===== src/rtl/ibf_pkg.sv =====
package ibf_pkg;

  typedef enum logic [1:0] {
    ST_IDLE = 2'd0,
    ST_ADDR = 2'd1,
    ST_WAIT = 2'd2,
    ST_BEAT = 2'd3
  } ibf_state_e;

  localparam logic [31:0] IBF_SALT = 32'h3C00_00C3;

  // Fixed content of the modelled bank storage, keyed by full word address.
  function automatic logic [31:0] ibf_word_content(input logic [31:0] waddr);
    return {~waddr[15:0], waddr[15:0]} ^ IBF_SALT;
  endfunction

endpackage


===== src/rtl/ibf_bank.sv =====
module ibf_bank
  import ibf_pkg::*;
#(
  parameter int BLK_W   = 8,
  parameter int DATA_W  = 32,
  parameter int IDX_W   = 2,
  parameter int BANK_ID = 0,
  parameter int LATENCY = 25
) (
  input  logic              clk,
  input  logic              rst_n,
  input  logic              strobe,
  input  logic [BLK_W-1:0]  blk_addr,
  output logic              rdy,
  output logic [DATA_W-1:0] data
);

  localparam int LAT_W = $clog2(LATENCY + 1);
  localparam logic [LAT_W-1:0] LAT_END = LAT_W'(LATENCY - 1);

  logic              act_q, act_n;
  logic [LAT_W-1:0]  cnt_q, cnt_n;
  logic              rdy_q, rdy_n;
  logic [BLK_W-1:0]  addr_q;
  logic [DATA_W-1:0] data_q, data_n;
  logic              addr_en, data_en;

  always_comb begin
    act_n   = act_q;
    cnt_n   = cnt_q;
    rdy_n   = rdy_q;
    data_n  = data_q;
    addr_en = 1'b0;
    data_en = 1'b0;
    if (strobe) begin
      act_n   = 1'b1;
      cnt_n   = '0;
      rdy_n   = 1'b0;
      addr_en = 1'b1;
    end else if (act_q) begin
      if (cnt_q == LAT_END) begin
        act_n   = 1'b0;
        rdy_n   = 1'b1;
        data_en = 1'b1;
        data_n  = DATA_W'(ibf_word_content(32'({addr_q, IDX_W'(BANK_ID)})));
      end else begin
        cnt_n = cnt_q + 1'b1;
      end
    end
  end

  always_ff @(posedge clk or negedge rst_n) begin
    if (!rst_n) begin
      act_q  <= 1'b0;
      cnt_q  <= '0;
      rdy_q  <= 1'b0;
      addr_q <= '0;
      data_q <= '0;
    end else begin
      act_q <= act_n;
      cnt_q <= cnt_n;
      rdy_q <= rdy_n;
      if (addr_en) addr_q <= blk_addr;
      if (data_en) data_q <= data_n;
    end
  end

  assign rdy  = rdy_q;
  assign data = data_q;

endmodule


===== src/rtl/ibf_ctrl.sv =====
module ibf_ctrl
  import ibf_pkg::*;
#(
  parameter int NBANKS  = 4,
  parameter int LATENCY = 25
) (
  input  logic                      clk,
  input  logic                      rst_n,
  input  logic                      req_valid,
  input  logic [$clog2(NBANKS)-1:0] req_word,
  output logic                      accept,
  output logic                      strobe,
  output logic                      busy,
  output logic                      beat_valid,
  output logic                      beat_last,
  output logic [$clog2(NBANKS)-1:0] beat_sel
);

  localparam int IDX_W = $clog2(NBANKS);
  localparam int LAT_W = $clog2(LATENCY + 1);
  localparam logic [LAT_W-1:0] LAT_END  = LAT_W'(LATENCY - 1);
  localparam logic [IDX_W-1:0] BEAT_END = IDX_W'(NBANKS - 1);

  ibf_state_e       st_q, st_n;
  logic [LAT_W-1:0] cnt_q, cnt_n;
  logic [IDX_W-1:0] beat_q, beat_n;
  logic [IDX_W-1:0] crit_q, crit_n;

  always_comb begin
    st_n   = st_q;
    cnt_n  = cnt_q;
    beat_n = beat_q;
    crit_n = crit_q;
    unique case (st_q)
      ST_IDLE: if (req_valid) begin
        st_n   = ST_ADDR;
        crit_n = req_word;
      end
      ST_ADDR: begin
        st_n  = ST_WAIT;
        cnt_n = '0;
      end
      ST_WAIT: if (cnt_q == LAT_END) begin
        st_n   = ST_BEAT;
        beat_n = '0;
      end else begin
        cnt_n = cnt_q + 1'b1;
      end
      ST_BEAT: if (beat_q == BEAT_END) begin
        st_n = ST_IDLE;
      end else begin
        beat_n = beat_q + 1'b1;
      end
      default: st_n = ST_IDLE;
    endcase
  end

  always_ff @(posedge clk or negedge rst_n) begin
    if (!rst_n) begin
      st_q   <= ST_IDLE;
      cnt_q  <= '0;
      beat_q <= '0;
      crit_q <= '0;
    end else begin
      st_q   <= st_n;
      cnt_q  <= cnt_n;
      beat_q <= beat_n;
      crit_q <= crit_n;
    end
  end

  assign accept     = (st_q == ST_IDLE) && req_valid;
  assign strobe     = (st_q == ST_ADDR);
  assign busy       = (st_q != ST_IDLE);
  assign beat_valid = (st_q == ST_BEAT);
  assign beat_last  = (st_q == ST_BEAT) && (beat_q == BEAT_END);
  // NBANKS is a power of two, so the sum wraps modulo NBANKS.
  assign beat_sel   = crit_q + beat_q;

endmodule


===== src/rtl/ibf_fetch_unit.sv =====
module ibf_fetch_unit
  import ibf_pkg::*;
#(
  parameter int BLK_W   = 8,
  parameter int DATA_W  = 32,
  parameter int NBANKS  = 4,
  parameter int LATENCY = 25,
  localparam int IDX_W  = $clog2(NBANKS)
) (
  input  logic              clk,
  input  logic              rst_n,
  input  logic              req_valid,
  input  logic [BLK_W-1:0]  req_blk_addr,
  input  logic [IDX_W-1:0]  req_word,
  output logic              busy,
  output logic              word_valid,
  output logic [IDX_W-1:0]  word_idx,
  output logic [DATA_W-1:0] word_data,
  output logic              last_beat
);

  logic [1:0]        rst_sync_q;
  logic              rst_ok;
  logic              accept, strobe;
  logic [BLK_W-1:0]  blk_q;
  logic [NBANKS-1:0] bank_rdy;
  logic [DATA_W-1:0] bank_data [NBANKS];

  // Asynchronous assertion, synchronous release.
  always_ff @(posedge clk or negedge rst_n) begin
    if (!rst_n) rst_sync_q <= 2'b00;
    else        rst_sync_q <= {rst_sync_q[0], 1'b1};
  end
  assign rst_ok = rst_sync_q[1];

  ibf_ctrl #(
    .NBANKS  (NBANKS),
    .LATENCY (LATENCY)
  ) u_ctrl (
    .clk        (clk),
    .rst_n      (rst_ok),
    .req_valid  (req_valid),
    .req_word   (req_word),
    .accept     (accept),
    .strobe     (strobe),
    .busy       (busy),
    .beat_valid (word_valid),
    .beat_last  (last_beat),
    .beat_sel   (word_idx)
  );

  always_ff @(posedge clk or negedge rst_ok) begin
    if (!rst_ok)     blk_q <= '0;
    else if (accept) blk_q <= req_blk_addr;
  end

  for (genvar b = 0; b < NBANKS; b++) begin : g_bank
    ibf_bank #(
      .BLK_W   (BLK_W),
      .DATA_W  (DATA_W),
      .IDX_W   (IDX_W),
      .BANK_ID (b),
      .LATENCY (LATENCY)
    ) u_bank (
      .clk      (clk),
      .rst_n    (rst_ok),
      .strobe   (strobe),
      .blk_addr (blk_q),
      .rdy      (bank_rdy[b]),
      .data     (bank_data[b])
    );
  end

  assign word_data = bank_data[word_idx];

endmodule


===== config.mk =====
export PLATFORM = sky130hd
export DESIGN_NAME = ibf_fetch_unit
export DESIGN_NICKNAME = d
export VERILOG_FILES = /design/src/rtl/ibf_pkg.sv /design/src/rtl/ibf_bank.sv /design/src/rtl/ibf_ctrl.sv /design/src/rtl/ibf_fetch_unit.sv
export SDC_FILE = /design/constraint.sdc
export NUM_CORES = 1
export LEC_CHECK = 0
export ABC_CLOCK_PERIOD_IN_PS = 10400
export CORE_UTILIZATION = 62
export DETAILED_ROUTE_END_ITERATION = 10
export PLACE_DENSITY = 0.85
export SYNTH_ARGS = -nofsm -noshare
export SYNTH_HDL_FRONTEND = slang
export SYNTH_SLANG_ARGS = --single-unit

===== constraint.sdc =====
create_clock -name clk -period 10.4 [get_ports clk]
set_input_delay 1.56 -clock clk [delete_from_list [all_inputs] [get_ports clk]]
set_output_delay 1.56 -clock clk [all_outputs]
set_load 0.05 [all_outputs]

==> results of run 1 <==
-- layout by cell type, fill, tap and decap left out, types with 5 or more instances in the layout --
cell	synthesis	final
a21oi_1	7	7
buf_4	15	5
clkbuf_16	0	16
clkbuf_8	0	8
clkdlybuf4s50_1	0	39
conb_1	2	11
dfrtp_1	113	112
ha_1	17	16
inv_1	48	48
mux2_2	42	42
mux2i_1	44	44
mux4_2	14	14
nand2_1	14	14
nand2b_1	9	9
nand3_1	8	8
nand4_1	10	10
nor2_1	21	21
xor2_1	8	8
-- sequential cells by signal, summed over array words and instances (netlist names) --
register	count
rst_sync_q	2
u_ctrl.cnt_q	5
g_bank.u_bank.act_q	4
blk_q	8
u_ctrl.st_q	2
g_bank.u_bank.cnt_q	20
g_bank.u_bank.data	60
u_ctrl.beat_q	2
u_ctrl.crit_q	2
g_bank.u_bank.addr_q	8
-- metal layers --
metal | part of all wire | wire (um)
met4 | 0.012 | 129
met1 | 0.41 | 4386
met2 | 0.53 | 5614
met3 | 0.047 | 503
met5 | 0 | 0
-- synthesized netlist by cell type --
cell / number / area (um^2)
buf_2: 2 / 10.01
buf_4: 15 / 112.6
o21a_1: 4 / 30.03
nand4_1: 10 / 62.56
mux2_4: 4 / 60.06
xor2_1: 8 / 70.07
nor2_1: 21 / 78.83
mux2i_1: 44 / 440.4
nand2_1: 14 / 52.55
nor4b_4: 4 / 95.09
o21ai_1: 2 / 10.01
buf_1: 6 / 22.52
or2_2: 4 / 25.02
or3b_1: 4 / 35.03
inv_2: 1 / 3.750
o21ai_0: 1 / 5.000
dfrtp_1: 113 / 2828
a21oi_1: 7 / 35.03
a211o_1: 1 / 8.760
and2_1: 2 / 12.51
mux2_1: 1 / 11.26
a222oi_1: 1 / 10.01
mux2_2: 42 / 473.0
inv_1: 48 / 180.2
or2_1: 4 / 25.02
xnor3_2: 1 / 23.77
clkbuf_1: 5 / 18.77
nand2b_1: 9 / 56.30
mux4_2: 14 / 315.3
nand3_1: 8 / 40.04
nand3_2: 4 / 40.04
conb_1: 2 / 7.510
buf_6: 6 / 67.56
ha_1: 17 / 212.7
nand4b_4: 1 / 23.77
o221ai_1: 1 / 8.760
-- path summary, 6_finish.rpt --
kind	depth (start not counted)	startpoint	slack (ns)	end
min in group clk	0	rst_sync_q[0]	0.35	rst_sync_q[1]
hold / removal	0	rst_sync_q[1]	0.33	blk_q[5]
max in group asynchronous	1	rst_sync_q[1]	8.81	g_bank[0].u_bank.data[19]
hold reg to reg	0	rst_sync_q[1]	0.33	blk_q[5]
setup / recovery	3	u_ctrl.beat_q[0]	5.50	word_data[7]
setup reg to reg	5	u_ctrl.st_q[1]	8.15	g_bank[1].u_bank.data[9]
-- cell families after synthesis --
family | synth area share
other | 0.001363
muxes | 0.2359
adders and majority gates | 0.03859
AOI/OAI and AO/OA | 0.01952
buffers and inverters | 0.07537
DFF | 0.5131
and+or+nand+nor | 0.09920
xor gates and xnor gates | 0.01703
-- report_power, final --
group | leakage (uW) | switching [uW] | total (uW) | internal [uW]
clock network | 0.000296 | 190 | 575 | 385
registers | 0.00130 | 112 | 653 | 541
logic | 0.00142 | 440 | 748 | 308
-- layout make-up --
cell class                 count  area [um^2]
sequential                   113         2831
clock inverter                 4        70.07
fill                         559         2200
tap                          108        135.1
inverter                      49        183.9
multi-input combinational    244         2305
clock buffer                  28        525.5
timing repair buffer          44        427.9
-- stage by stage --
| stage | total power, uW | utilization |
|---|---|---|
| after detailed placement | 1396 | 0.6779 |
| final | 1976 | 0.7465 |
| after floorplan | 1234 | - |
| after CTS | 1990 | 0.7465 |
| after global placement | 1357 | 0.6779 |
| after global routing | 2076 | 0.7465 |
==> results.json, run 1 <==
{
  "clkLatencyLatePin_ns": 0.51,
  "portBuffers": 39,
  "dieArea_um2": 9271,
  "slew_viol_final": 0,
  "tns_ns": 0,
  "ys_ff_latch": 113,
  "core-area_um2": 8678,
  "grt_use_met2": 0.4504,
  "cts_setup_buffers": 0,
  "pwr_density_cell_nw_per_um2": 305.1,
  "cts-resized-gates": 0,
  "syn_avg_cell_area_um2": 12.79,
  "netlist-cell-type-count": 36,
  "cts-htree-levels": 4,
  "maxCapViolCount": 0,
  "fin_crit_ns": 4.896,
  "critPathCaptureType": "primary output",
  "antenna_found_initial": 0,
  "cts_buffer_depth": 2,
  "critPathArrivalTime_ns": 3.34,
  "grt_pass1_wl_mm": 17.40,
  "ir_worst_vdd_mv": 0.2562,
  "area_delta_synth_final_pct": 17.55,
  "clkTransAtPathRegs_ns": 0.06,
  "setup.worst_path.start_class": "flop",
  "finalInstanceArea_um2": 6479,
  "critical_path.cell_chain": "ha_1 > mux4_2 > clkdlybuf4s50_1",
  "fin_ws_ns": 5.504,
  "instances_no_fill": 590,
  "drive_gt1_frac": 0.2282,
  "whs_ns": 0.3252,
  "skew_ns": 0.007280,
  "cp_slowest_cell": "ha_1",
  "hold_viol": 0,
  "hpwl_mm": 6.291,
  "grt.total_usage": 0.2602,
  "drtIter0Drc": 161,
  "dp_cells": 558,
  "cts_hold_buffers": 0,
  "io_pins": 50,
  "rows": 34,
  "route.vias.total": 3314,
  "gp_congestion": 0.8482,
  "synth_cells": 431,
  "cts.sinks": 113,
  "dp_worst_setup_slack_ns": 6.033,
  "slowest_delay_ns": 1.05,
  "cts_root_buf": "clkbuf_8",
  "syn_area_um2": 5512,
  "first_global_vias": 3536,
  "max-slew-margin-rel": 0.2469,
  "setup_viol": 0,
  "nNetsFinal": 499,
  "chipWidth_um": 96.29,
  "viasPerCell": 5.617,
  "ys.warnings.count": 0,
  "drc_errors": 0,
  "cp.required_ns": 8.84,
  "globalRouteMet1Util": 0.3038,
  "criticalPathCategory": "reg2out",
  "cts_tree": "built",
  "synth-seq-area-share": 0.5131,
  "crit_fanout": 18,
  "wl_mm": 10.63,
  "drtPass1Iterations": 5,
  "tightest_slew_ns": 1.130,
  "hold_path_class": "reg2async",
  "rsz0062_at_grt": "false",
  "grt_overflow": 0,
  "status": "completed",
  "cp_top_family": "adder cells",
  "busiest_layer": "met2",
  "fmaxAchievable_mhz": 204.2,
  "die_h_um": 96.29,
  "cts_buffers": 17,
  "grt_max_degree": 71,
  "path_buf_inv": 1,
  "p_leak_uw": 0.003016,
  "start_util": 0.6351,
  "diodes": 0,
  "use_met3": 0.08136,
  "placed_cell_area_um2": 5883,
  "wire_per_inst_um": 18.02,
  "post-route-period-util": 0.4708,
  "ant_nets": 0
}
No activity file was read; power rests on OpenSTA's default activity.
==> run 2, diff against run 1 <==
Settings changed: ABC_CLOCK_PERIOD_IN_PS 10400 to 4100, CORE_UTILIZATION 62 to 52, PLACE_DENSITY 0.85 to 0.76.
Clock period 10.4 ns to 4.1 ns, I/O delays scaled along.
==> results.json, run 2 (same netlist as run 1, synthesis figures left out) <==
{
  "status": "completed",
  "hold_viol": 0,
  "cts_hold_buffers": 0,
  "setup.worst_path.start_class": "flop",
  "criticalPathCategory": "reg2out",
  "rows": 37,
  "route.vias.total": 3271,
  "hpwl_mm": 6.413,
  "grt_pass1_wl_mm": 17.39,
  "fin_crit_ns": 3.616,
  "first_global_vias": 3474,
  "wire_per_inst_um": 16.53,
  "drtIter0Drc": 130,
  "drtPass1Iterations": 5,
  "tns_ns": 0,
  "cts_buffers": 17,
  "slowest_delay_ns": 0.84,
  "pwr_density_cell_nw_per_um2": 775.1,
  "wl_mm": 10.26,
  "crit_top_cell": "mux2i_1",
  "chipWidth_um": 105.0,
  "final_common_cell": "dfrtp_1",
  "cts.sinks": 113,
  "p_seq_frac": 0.327,
  "drc_errors": 0,
  "setup_viol": 0,
  "fmaxAchievable_mhz": 276.5,
  "critPathCaptureType": "primary output",
  "power_frac_clock": 0.301,
  "io_pins": 50,
  "ir_worst_vdd_mv": 0.4770,
  "antenna_found_initial": 0,
  "tightest_slew_ns": 1.110,
  "skew_ns": 0.007938,
  "largest_reg_flops": 60,
  "p_leak_uw": 0.003028,
  "viasPerCell": 5.267,
  "p_int_uw": 3174,
  "core-area_um2": 10280,
  "slew_viol_final": 0,
  "post-route-period-util": 0.8820,
  "diodes": 0,
  "start_util": 0.5363,
  "critical_path.cell_chain": "ha_1 > xnor3_2 > mux2i_1 > mux2i_1 > clkdlybuf4s50_1",
  "comb_power_share": 0.372,
  "drive_gt1_frac": 0.2412,
  "gp_congestion": 0.7226,
  "ant_nets": 0,
  "cts-resized-gates": 0,
  "clkTransAtPathRegs_ns": 0.06,
  "p_sw_frac": 0.3765,
  "cts_root_buf": "clkbuf_8",
  "clkLatencyLatePin_ns": 0.51,
  "p_switching_uw": 1916,
  "grt_overflow": 0,
  "layout_common_cells": "112 x dfrtp_1, 48 x inv_1, 44 x mux2i_1, 42 x mux2_2, 39 x clkdlybuf4s50_1",
  "cts_buffer_depth": 2,
  "cts_tree": "built",
  "grt_max_degree": 88,
  "grt.total_usage": 0.2080,
  "max-slew-margin-rel": 0.2601,
  "cts_setup_buffers": 0,
  "area_delta_synth_final_pct": 19.16,
  "hold_path_class": "in2async",
  "die_h_um": 105.0,
  "cp.required_ns": 3.48,
  "maxCapViolCount": 0,
  "portBuffers": 39,
  "cp_slowest_cell": "clkdlybuf4s50_1",
  "rsz0062_at_grt": "false",
  "critPathArrivalTime_ns": 3.00,
  "cts-htree-levels": 4,
  "whs_ns": 0.2630,
  "nNetsFinal": 502,
  "crit_fanout": 17,
  "dieArea_um2": 11010
}
[run 2: cell types whose count changed in the layout (fill, tap and decap cells not counted), sizes merged]
| cell | delta |
|---|---|
| buf | +3 |
| bufinv | +2 |
| clkbuf | -9 |
| clkinv | +2 |
| clkinvlp | +5 |
[run 2: layer usage]
metal	share of wire	global-route usage	wire length [um]	vias to the layer above
met5	0	0	0	-
met4	0.0089	0.07243	91	0
met3	0.051	0.05926	527	8
met2	0.51	0.3453	5210	78
met1	0.43	0.2612	4434	1659
li1	-	-	-	1526
[run 2: layout make-up]
type / instances / area [um^2]
inverters: 49 / 183.9
multi-input cells: 244 / 2305
fillers: 763 / 3710
flip-flops and latches: 113 / 2831
clock inverters: 13 / 185.2
well taps: 136 / 170.2
clock buffers: 19 / 441.7
repair buffers: 47 / 450.4
[run 2: per-stage QoR]
| step | std cells | utilization | total power, uW | cell area (um^2) | worst slack [ns] |
|---|---|---|---|---|---|
| floorplan | 440 | - | 3131 | 5545 | 0.6039 |
| global placement | 589 | 0.5780 | 3483 | 5941 | 1.172 |
| detailed placement | 589 | 0.5780 | 3560 | 5941 | 1.099 |
| CTS | 621 | 0.6390 | 5140 | 6568 | 0.4745 |
| global route | 621 | 0.6390 | 5362 | 6568 | 0.3534 |
| finish | 621 | 0.6390 | 5090 | 6568 | 0.4838 |
[run 2: worst max-delay path, delay by kind of cell, from the launching register on]
family     cells  cell delay (ns)
xor+xnor       1             0.61
fa+ha+maj      1             0.22
buf+inv        1             0.84
flops          1             0.41
mux            2             0.41
[run 2: power groups by stage]
stage,combinational [uW],sequential (uW),clock [uW]
2_1_floorplan,1590,1540,0
3_3_place_gp,1830,1660,0
3_5_place_dp,1890,1670,0
4_1_cts,1920,1660,1560
5_1_grt,2050,1700,1610
6_report,1890,1660,1530
[run 2: worst paths after layout]
path | end | startpoint | slack, ns | depth (start not counted)
worst min-delay path | rst_sync_q[1] | rst_n | 0.26 | 1
max in group asynchronous | g_bank[0].u_bank.data[9] | rst_sync_q[1] | 2.57 | 1
worst max-delay path | word_data[30] | u_ctrl.beat_q[0] | 0.48 | 5
worst min register to register | rst_sync_q[1] | rst_sync_q[0] | 0.35 | 0
min in group clk | rst_sync_q[1] | rst_sync_q[0] | 0.35 | 0
worst max register to register | g_bank[2].u_bank.data[23] | u_ctrl.st_q[1] | 1.60 | 5
==> run 3, diff against run 2 <==
Settings changed: CORE_UTILIZATION 52 to 30, PLACE_DENSITY 0.76 to default.
==> results.json, run 3 (same netlist as run 1, synthesis figures left out) <==
{
  "skew_ns": 0.01544,
  "grt_overflow": 0,
  "criticalPathCategory": "reg2out",
  "cts_hold_buffers": 0,
  "critPathCaptureType": "primary output",
  "final_common_cell": "dfrtp_1",
  "viasPerCell": 4.564,
  "ant_nets": 0,
  "slew_viol_final": 0,
  "cp_top_family": "buffers and inverters",
  "largest_reg_flops": 60,
  "cts-htree-levels": 4,
  "drc_errors": 0,
  "gp_congestion": 0.7690,
  "grt_max_degree": 86,
  "cts_setup_buffers": 0,
  "portBuffers": 39,
  "drtPass1Iterations": 6,
  "io_pins": 50,
  "clkLatencyLatePin_ns": 0.42,
  "critPathArrivalTime_ns": 3.01,
  "tns_ns": 0,
  "cts_buffer_depth": 2,
  "diodes": 0,
  "comb_power_share": 0.374,
  "drive_gt1_frac": 0.2387,
  "path_buf_inv": 2,
  "chipWidth_um": 137.5,
  "p_switching_uw": 1926,
  "status": "completed",
  "start_util": 0.3068,
  "r2r-start": "u_ctrl.st_q[1]",
  "fmaxAchievable_mhz": 276.2,
  "cts-resized-gates": 0,
  "min_to": "rst_sync_q[1]",
  "route.vias.total": 3263,
  "fillers": 1700,
  "tightest_slew_ns": 1.228,
  "r2r.worst_path.cells": 5,
  "setup.worst_path.start_class": "flop",
  "clkTransAtPathRegs_ns": 0.05,
  "max-slew-margin-rel": 0.1814,
  "wire_per_inst_um": 15.28,
  "antenna_found_initial": 0,
  "p_int_uw": 3160,
  "dieArea_um2": 18920,
  "drtIter0Drc": 222,
  "cts_root_buf": "clkbuf_16",
  "power_frac_clock": 0.297,
  "post-route-period-util": 0.8830,
  "p_seq_frac": 0.328,
  "min_path_cells": 0,
  "p_leak_uw": 0.003041,
  "cts_tree": "built",
  "reg2reg_to": "g_bank[3].u_bank.data[24]",
  "grt_pass1_wl_mm": 18.67,
  "critical_path.cell_chain": "ha_1 > buf_4 > mux4_2 > clkdlybuf4s50_1",
  "slowest_delay_ns": 0.72,
  "hold_path_class": "reg2reg",
  "nNetsFinal": 503,
  "min_from": "rst_sync_q[0]",
  "hold_viol": 0,
  "grt.total_usage": 0.1322,
  "core-area_um2": 17960,
  "cts.sinks": 113,
  "pwr_density_cell_nw_per_um2": 762.8,
  "maxCapViolCount": 0,
  "cp_slowest_cell": "clkdlybuf4s50_1",
  "crit_fanout": 13,
  "p_sw_frac": 0.3786,
  "hpwl_mm": 7.274,
  "layout_common_cells": "112 x dfrtp_1, 48 x inv_1, 44 x mux2i_1, 42 x mux2_2, 39 x clkdlybuf4s50_1",
  "cts_buffers": 17,
  "rrSetupSlack_ns": 1.29,
  "total_power_uw": 5086,
  "setup_viol": 0,
  "die_h_um": 137.5,
  "rsz0062_at_grt": "false",
  "wl_mm": 10.92,
  "ir_worst_vdd_mv": 1.008,
  "fin_crit_ns": 3.620,
  "cp.required_ns": 3.48,
  "rows": 49,
  "first_global_vias": 3551,
  "area_delta_synth_final_pct": 20.98
}
[run 3: cell types whose count changed in the layout (fill, tap and decap cells not counted)]
cell,delta
clkinv_4,-2
buf_4,+1
ha_2,-1
clkbuf_16,+1
bufinv_16,-1
clkinv_2,+4
clkinvlp_4,-3
ha_1,+1
clkbuf_1,+1
[run 3: power by group through the flow]
stage               registers (uW)  clock network, uW  logic [uW]
finish                        1670               1510        1900
floorplan                     1540                  0        1590
global route                  1720               1600        2070
detailed placement            1690                  0        1920
CTS                           1670               1540        1930
global placement              1660                  0        1850
[run 3: worst max path at each step]
| stage | startpoint | end | slack (ns) | depth (start not counted) |
|---|---|---|---|---|
| after global placement | u_ctrl.beat_q[0] | word_data[22] | 0.96 | 4 |
| after global routing | u_ctrl.beat_q[0] | word_data[21] | 0.37 | 4 |
| final | u_ctrl.beat_q[0] | word_data[23] | 0.48 | 4 |
| after CTS | u_ctrl.beat_q[0] | word_data[23] | 0.44 | 4 |
| after floorplan | u_ctrl.beat_q[0] | word_data[31] | 0.60 | 5 |
| after detailed placement | u_ctrl.beat_q[0] | word_data[23] | 0.89 | 4 |
[run 3: routing by layer]
layer	global-route usage	wire, um	part of all wire
met1	0.1766	5274	0.48
met4	0.04823	100	0.0092
met2	0.2007	5113	0.47
met5	0	0	0
met3	0.04047	435	0.040
[run 3: area by class of cell]
type                            count  area (um^2)  area share
Timing Repair Buffer               48        457.9     0.06868
Inverter                           49        183.9     0.02758
Clock inverter                     11        135.1     0.02027
Sequential cell                   113         2831      0.4247
Multi-Input combinational cell    244         2302      0.3453
Tap cell                          229        286.5     0.04297
Clock buffer                       21        470.5     0.07056
[run 3: per-stage QoR]
| step | utilization | cells | instance area [um^2] | worst slack (ns) | hold WS (ns) |
|---|---|---|---|---|---|
| 5_1_grt | 0.3712 | 715 | 6668 | 0.3673 | 0.3556 |
| 3_5_place_dp | 0.3375 | 683 | 6062 | 0.8884 | 0.3417 |
| 4_1_cts | 0.3712 | 715 | 6668 | 0.4445 | 0.3506 |
| 3_3_place_gp | 0.3375 | 683 | 6062 | 0.9633 | 0.3397 |
| 2_1_floorplan | - | 440 | 5545 | 0.6039 | 0.3194 |
| 6_report | 0.3712 | 715 | 6668 | 0.4797 | 0.3492 |
